--- config.mk ---
export PLATFORM = sky130hd
export DESIGN_NAME = tick_timer8
export DESIGN_NICKNAME = d
export VERILOG_FILES = /design/src/rtl/tick_timer_pkg.sv /design/src/rtl/tt_edge_sync.sv /design/src/rtl/tt_prescaler.sv /design/src/rtl/tt_count_ctrl.sv /design/src/rtl/tick_timer8.sv
export SDC_FILE = /design/constraint.sdc
export NUM_CORES = 1
export LEC_CHECK = 0
export ABC_AREA = 0
export BUFFER_PORTS_ARGS = -buffer_cell sky130_fd_sc_hd__buf_2
export CAP_MARGIN = 10
export CELL_PAD_IN_SITES_DETAIL_PLACEMENT = 0
export CELL_PAD_IN_SITES_GLOBAL_PLACEMENT = 1
export CORE_ASPECT_RATIO = 1.25
export CORE_UTILIZATION = 30
export CTS_BUF_LIST = sky130_fd_sc_hd__clkbuf_16
export DETAILED_ROUTE_END_ITERATION = 12
export HOLD_SLACK_MARGIN = 0.02
export PLACE_DENSITY = 0.64
export SYNTH_ARGS = -nofsm -noshare
export SYNTH_HDL_FRONTEND = slang
export SYNTH_SLANG_ARGS = --single-unit
export TNS_END_PERCENT = 1
--- constraint.sdc ---
create_clock -name clk -period 4.62 [get_ports clk]
set_input_delay 0.231 -clock clk [delete_from_list [all_inputs] [get_ports clk]]
set_output_delay 0.231 -clock clk [all_outputs]
set_load 0.02 [all_outputs]
--- src/rtl/tick_timer_pkg.sv ---
package tick_timer_pkg;

    localparam int OPT_W  = 7;
    localparam int RATE_W = 3;

    typedef struct packed {
        logic              irq_en;
        logic              src_ext;
        logic              fall_edge;
        logic              to_wdt;
        logic [RATE_W-1:0] rate;
    } opt_t;

    localparam opt_t OPT_RESET = '{irq_en: 1'b0, src_ext: 1'b1, fall_edge: 1'b1,
                                   to_wdt: 1'b1, rate: {RATE_W{1'b1}}};

    typedef enum logic [1:0] {
        ST_RUN   = 2'd0,
        ST_HOLD1 = 2'd1,
        ST_HOLD2 = 2'd2,
        ST_SLEEP = 2'd3
    } hold_state_e;

endpackage

--- src/rtl/tt_edge_sync.sv ---
module tt_edge_sync #(
    parameter int STAGES = 2
) (
    input  logic clk,
    input  logic rst_n,
    input  logic pin,
    input  logic fall_sel,
    output logic edge_pulse
);
    // STAGES flops of synchroniser, plus one more holding the previous level
    logic [STAGES:0] sh;

    always_ff @(posedge clk or negedge rst_n) begin
        if (!rst_n) sh[0] <= 1'b0;
        else        sh[0] <= pin;
    end

    for (genvar i = 1; i <= STAGES; i++) begin : g_chain
        always_ff @(posedge clk or negedge rst_n) begin
            if (!rst_n) sh[i] <= 1'b0;
            else        sh[i] <= sh[i-1];
        end
    end

    logic synced, prev;
    assign synced = sh[STAGES-1];
    assign prev   = sh[STAGES];

    always_comb begin
        if (fall_sel) edge_pulse = prev & ~synced;
        else          edge_pulse = synced & ~prev;
    end

endmodule

--- src/rtl/tt_prescaler.sv ---
module tt_prescaler #(
    parameter int PRE_W  = 8,
    parameter int RATE_W = 3
) (
    input  logic              clk,
    input  logic              rst_n,
    input  logic              clr,
    input  logic              in_pulse,
    input  logic              to_wdt,
    input  logic [RATE_W-1:0] rate,
    output logic              out_pulse
);
    logic [PRE_W-1:0]  cnt;
    logic [RATE_W:0]   k;
    logic [PRE_W-1:0]  mask;

    // timer user divides by 2^(rate+1), watchdog user by 2^rate
    always_comb begin
        if (to_wdt) k = {1'b0, rate};
        else        k = {1'b0, rate} + 1'b1;
        mask      = ~({PRE_W{1'b1}} << k);
        out_pulse = in_pulse && ((cnt & mask) == mask);
    end

    always_ff @(posedge clk or negedge rst_n) begin
        if (!rst_n)        cnt <= '0;
        else if (clr)      cnt <= '0;
        else if (in_pulse) cnt <= cnt + 1'b1;
    end

endmodule

--- src/rtl/tt_count_ctrl.sv ---
module tt_count_ctrl import tick_timer_pkg::*; #(
    parameter int CNT_W  = 8,
    parameter int STAGES = 2
) (
    input  logic             clk,
    input  logic             rst_n,
    input  logic             cyc_en,
    input  logic             sleep,
    input  logic             wr,
    input  logic [CNT_W-1:0] wr_val,
    input  logic             flag_clr,
    input  logic             pulse_in,
    output logic             accept,
    output logic [CNT_W-1:0] count,
    output logic             flag
);
    hold_state_e state, state_nx;
    logic [STAGES-1:0] pipe;
    logic inc_ok, inc, wrap;

    always_ff @(posedge clk or negedge rst_n) begin
        if (!rst_n) state <= ST_RUN;
        else        state <= state_nx;
    end

    always_comb begin
        state_nx = state;
        if (wr)         state_nx = ST_HOLD1;   // T_WRITE
        else if (sleep) state_nx = ST_SLEEP;   // T_SLEEP
        else begin
            unique case (state)
                ST_RUN:   state_nx = ST_RUN;
                ST_HOLD1: if (cyc_en) state_nx = ST_HOLD2;  // T_STEP1
                ST_HOLD2: if (cyc_en) state_nx = ST_RUN;    // T_STEP2
                ST_SLEEP: state_nx = ST_RUN;                // T_WAKE
                default:  state_nx = ST_RUN;
            endcase
        end
    end

    always_comb begin
        inc_ok = (state == ST_RUN) && !sleep;
        accept = inc_ok && !wr;
    end

    // count pulse pipeline, flushed by a write
    always_ff @(posedge clk or negedge rst_n) begin
        if (!rst_n)  pipe[0] <= 1'b0;
        else if (wr) pipe[0] <= 1'b0;
        else         pipe[0] <= pulse_in;
    end

    for (genvar i = 1; i < STAGES; i++) begin : g_pipe
        always_ff @(posedge clk or negedge rst_n) begin
            if (!rst_n)  pipe[i] <= 1'b0;
            else if (wr) pipe[i] <= 1'b0;
            else         pipe[i] <= pipe[i-1];
        end
    end

    assign inc  = pipe[STAGES-1] && inc_ok && !wr;
    assign wrap = inc && (count == {CNT_W{1'b1}});

    always_ff @(posedge clk or negedge rst_n) begin
        if (!rst_n)   count <= '0;
        else if (wr)  count <= wr_val;
        else if (inc) count <= count + 1'b1;
    end

    always_ff @(posedge clk or negedge rst_n) begin
        if (!rst_n)        flag <= 1'b0;
        else if (wrap)     flag <= 1'b1;
        else if (flag_clr) flag <= 1'b0;
    end

endmodule

--- src/rtl/tick_timer8.sv ---
module tick_timer8 import tick_timer_pkg::*; #(
    parameter int CNT_W       = 8,
    parameter int PRE_W       = 8,
    parameter int SYNC_STAGES = 2,
    parameter int EXT_STAGES  = 2
) (
    input  logic             clk,
    input  logic             rst_n,
    input  logic             cyc_en,
    input  logic             ext_clk,
    input  logic             sleep,
    input  logic             wr_cnt,
    input  logic             wr_opt,
    input  logic [CNT_W-1:0] wr_data,
    input  logic             flag_clr,
    input  logic             wdt_tick,
    output logic [CNT_W-1:0] count_q,
    output logic [OPT_W-1:0] opt_q,
    output logic             ovf_flag,
    output logic             irq,
    output logic             wdt_pulse
);
    opt_t opt_r;
    logic ext_edge, accept, src_raw, src_gated;
    logic pre_in, pre_out, pre_clr, tmr_pulse;

    always_ff @(posedge clk or negedge rst_n) begin
        if (!rst_n)      opt_r <= OPT_RESET;
        else if (wr_opt) opt_r <= opt_t'(wr_data[OPT_W-1:0]);
    end

    tt_edge_sync #(.STAGES(EXT_STAGES)) u_sync (
        .clk(clk), .rst_n(rst_n), .pin(ext_clk),
        .fall_sel(opt_r.fall_edge), .edge_pulse(ext_edge)
    );

    always_comb begin
        src_raw   = opt_r.src_ext ? ext_edge : cyc_en;
        src_gated = src_raw & accept;
        pre_in    = opt_r.to_wdt ? wdt_tick  : src_gated;
        tmr_pulse = opt_r.to_wdt ? src_gated : pre_out;
        wdt_pulse = opt_r.to_wdt ? pre_out   : wdt_tick;
        pre_clr   = wr_cnt & ~opt_r.to_wdt;
    end

    tt_prescaler #(.PRE_W(PRE_W), .RATE_W(RATE_W)) u_pre (
        .clk(clk), .rst_n(rst_n), .clr(pre_clr), .in_pulse(pre_in),
        .to_wdt(opt_r.to_wdt), .rate(opt_r.rate), .out_pulse(pre_out)
    );

    tt_count_ctrl #(.CNT_W(CNT_W), .STAGES(SYNC_STAGES)) u_ctrl (
        .clk(clk), .rst_n(rst_n), .cyc_en(cyc_en), .sleep(sleep),
        .wr(wr_cnt), .wr_val(wr_data), .flag_clr(flag_clr),
        .pulse_in(tmr_pulse), .accept(accept), .count(count_q), .flag(ovf_flag)
    );

    assign irq   = ovf_flag & opt_r.irq_en;
    assign opt_q = opt_r;

endmodule

==> impl_metrics.py <==
metrics = {
    "worst_setup_path": {
        "crit_path_cell_trace": "mux2i_1, o21ai_0, a21oi_1, o21ai_0, a21boi_0, buf_2",
        "slowest_delay_ps": 770,
        "crit_path_max_fanout": 18,
        "required_ps": 4390,
        "timing.reg2reg.setup_slack_ps": 2890,
        "worstPathBufferInverterCount": 1,
        "worst_path_class_setup": "flop to output pin",
        "endpoint_kind": "output pin",
        "critPathSlowestCell": "dfstp_2",
        "setup.worst_path.start_class": "flop",
        "critical_path.top_delay_family": "flip-flops",
        "arrival_ps": 2120,
        "timing.critical_path.mode_cell": "o21ai_0",
    },
    "floorplanning": {
        "die_height_um": 85.1,
        "die_width_um": 68.5,
        "io_pins": 35,
        "die_area_um2": 5830,
        "initial_utilization_pct": 31.9,
        "placementRows": 29,
        "core_region_area_um2": 5190,
    },
    "timing": {
        "timing.fmax_ghz": 0.426,
        "worst_slew_margin_rel_pct": 53.1,
        "slew_viol_final": 0,
        "layout_min_cycle_time_ps": 2350,
        "part_of_the_cycle_the_worst_path_needs_pct": 50.8,
        "worst_slew_pin_slew_ps": 703,
        "final.setup_skew_ps": 2.81,
        "setup_repair_after_global_routing_missed_its_margin": "no",
        "report.final.setup_viol": 0,
        "timing.hold.ws_ps": 10.2,
        "timing_hold_violations_final": 0,
        "final.setup.tns_ps": 0,
    },
    "clock_network": {
        "cts-buffers-inserted": 5,
        "clock_sinks": 31,
        "maximum_clock_path_buffer_count": 2,
        "post_cts.resized_instances": 0,
        "clk_pin_slew_worst_paths_ps": 50,
        "post-cts-setup-buffers": 0,
        "cts_hold_repair.buffers": 0,
        "clk_root_buffer_cell": "clkbuf_16",
        "clock_latency_of_the_later_clocked_register_in_the_worst_skew_pair_ps": 270,
        "tritoncts": "done",
        "ctsHtreeMaxLevel": 2,
    },
    "pwr": {
        "switching_share_pct": 27.8,
        "report.power.total_mw": 0.752,
        "power.share.clock_pct": 40.0,
        "net-switching-power_mw": 0.209,
        "cell_internal_pwr_mw": 0.543,
        "leakage_dissipation_nw": 0.885,
        "power_density_nw_per_um2": 377,
        "maximum_vdd_drop_v": 0.000142,
        "comb_power_share_pct": 16.1,
        "pwr-share-seq_pct": 44.0,
    },
    "run": {
        "max-cap-violations": 0,
    },
    "route": {
        "detail_route.wl_per_cell_um": 13.8,
        "drt_drc_violations_left": 0,
        "drtAntennaViolNets": 0,
        "drt-initial-drc-count": 55,
        "post_drt_via_cell_ratio": 4.97,
        "detail_route.first_pass.iterations": 4,
        "routed-via-count": 1292,
        "route.final.wire_length_um": 3590,
    },
    "synth": {
        "ys_seq_area_share_pct": 47.3,
        "mappedNetlistNets": 184,
        "synth-edff-count": 0,
        "ys_ff_latch": 31,
        "postSynth.asyncResetShare_pct": 100,
        "ys.warnings.count": 0,
        "ys.flop_type": "dfrtp_1",
        "synth.avg_cell_area_um2": 10.1,
        "netlist_area_um2": 1660,
        "synth_cells": 164,
        "yosys.cell_types.count": 42,
    },
    "hold_path": {
        "holdCritPathClass": "input pin to asynchronous set/reset pin",
    },
    "cells_and_area": {
        "num_antenna_cells": 0,
        "mostFrequentLayoutCells": "34 x buf_2, 25 x dfrtp_1, 20 x nand2_1",
        "final_cell_area_um2": 2000,
        "area_growth_pct": 20.5,
        "most_common_cell_after_layout_fill_and_taps_aside": "buf_2",
        "layout.nets": 217,
        "postLayoutCoreUtil_pct": 38.5,
        "final_layout_size_suffix_gt1_share_pct": 30.3,
    },
    "global_routing": {
        "pin_count_of_the_biggest_net_entering_global_routing": 32,
        "grt_antenna_before_repair": 0,
        "vias_in_the_first_global_route": 1208,
        "grt_use_total_pct": 13.9,
        "grt_first_pass_wirelength_um": 5910,
        "grt_overflow": 0,
    },
    "placement": {
        "placed_cell_area_um2": 1860,
        "gpl.final_weighted_congestion": 0.815,
        "dp.final_hpwl_um": 2610,
        "place.port_buffers": 34,
    },
    "outcome": {
        "result_of_the_run": "completed",
    },
}
layer usage:
layer | routed length, um | track usage (%) | vias up | part of all wire (%)
met5 | 0 | 0 | - | 0
met2 | 1640 | 20.4 | 31 | 46
met3 | 199 | 4.30 | 5 | 5.5
met1 | 1720 | 19.0 | 602 | 48
li1 | - | - | 654 | -
met4 | 38 | 5.11 | 0 | 1.1
synth_stat cells (4+ instances only):
library cell | number | area, um^2
a21oi_1 | 8 | 40.0
and3_1 | 5 | 31.3
dfrtp_1 | 25 | 626
dfstp_2 | 6 | 158
inv_1 | 4 | 15.0
mux2_2 | 7 | 78.8
nand2_1 | 20 | 75.1
nand3_1 | 5 | 25.0
nor2_1 | 4 | 15.0
o21ai_0 | 19 | 95.1
or3_1 | 5 | 31.3
xor2_1 | 8 | 70.1
area by class of cell:
type                            count  area, um^2
Sequential cell                    31         783
Fill cell                         539        3190
Multi-Input combinational cell    121         815
Clock inverter                      3        11.3
Clock buffer                        5         125
Timing Repair Buffer               34         170
Inverter                            4        15.0
Tap cell                           62        77.6
kinds of logic (layout without fill, tap and decap cells):
family | Yosys count | in the layout | synth area share, %
fa+ha+maj | 3 | 3 | 2.27
xor+xnor | 10 | 10 | 5.29
simple gates | 57 | 57 | 18.7
buf+inv | 12 | 46 | 3.55
mux | 10 | 10 | 6.57
compound gates | 41 | 41 | 16.4
flops | 31 | 31 | 47.3
registers in the layout, indices dropped and copies added (netlist names):
name and flops:
opt_q 7, u_ctrl.count 8, u_ctrl.flag 1, u_ctrl.pipe 2, u_ctrl.state 2, u_pre.cnt 8
u_sync.prev 1, u_sync.sh 1, u_sync.synced 1
stage by stage:
stage          std cells  worst slack [ps]
6_report             260              2270
5_1_grt              260              2070
4_1_cts              260              2240
3_5_place_dp         252              2550
3_3_place_gp         252              2570
2_1_floorplan        164              2480
power by group through the flow:
stage          Sequential [mW]  Clock, mW  Combinational (mW)
6_report                 0.331      0.301               0.121
4_1_cts                  0.331      0.312               0.123
3_3_place_gp             0.335          0               0.122
2_1_floorplan            0.337          0              0.0770
3_5_place_dp             0.335          0               0.122
5_1_grt                  0.336      0.327               0.136
path summary, 6_finish.rpt:
kind / from / endpoint / cells after the start
min: rst_n / u_ctrl.count[4] / 1
min reg2reg: u_sync.sh[0] / u_sync.synced / 0
min in group clk: ext_clk / u_sync.sh[0] / 1
max in group asynchronous: rst_n / u_sync.sh[0] / 1
max reg2reg: opt_q[3] / u_ctrl.pipe[0] / 5
max: opt_q[3] / wdt_pulse / 6
Note: power is estimated with default switching activity, not from simulation.
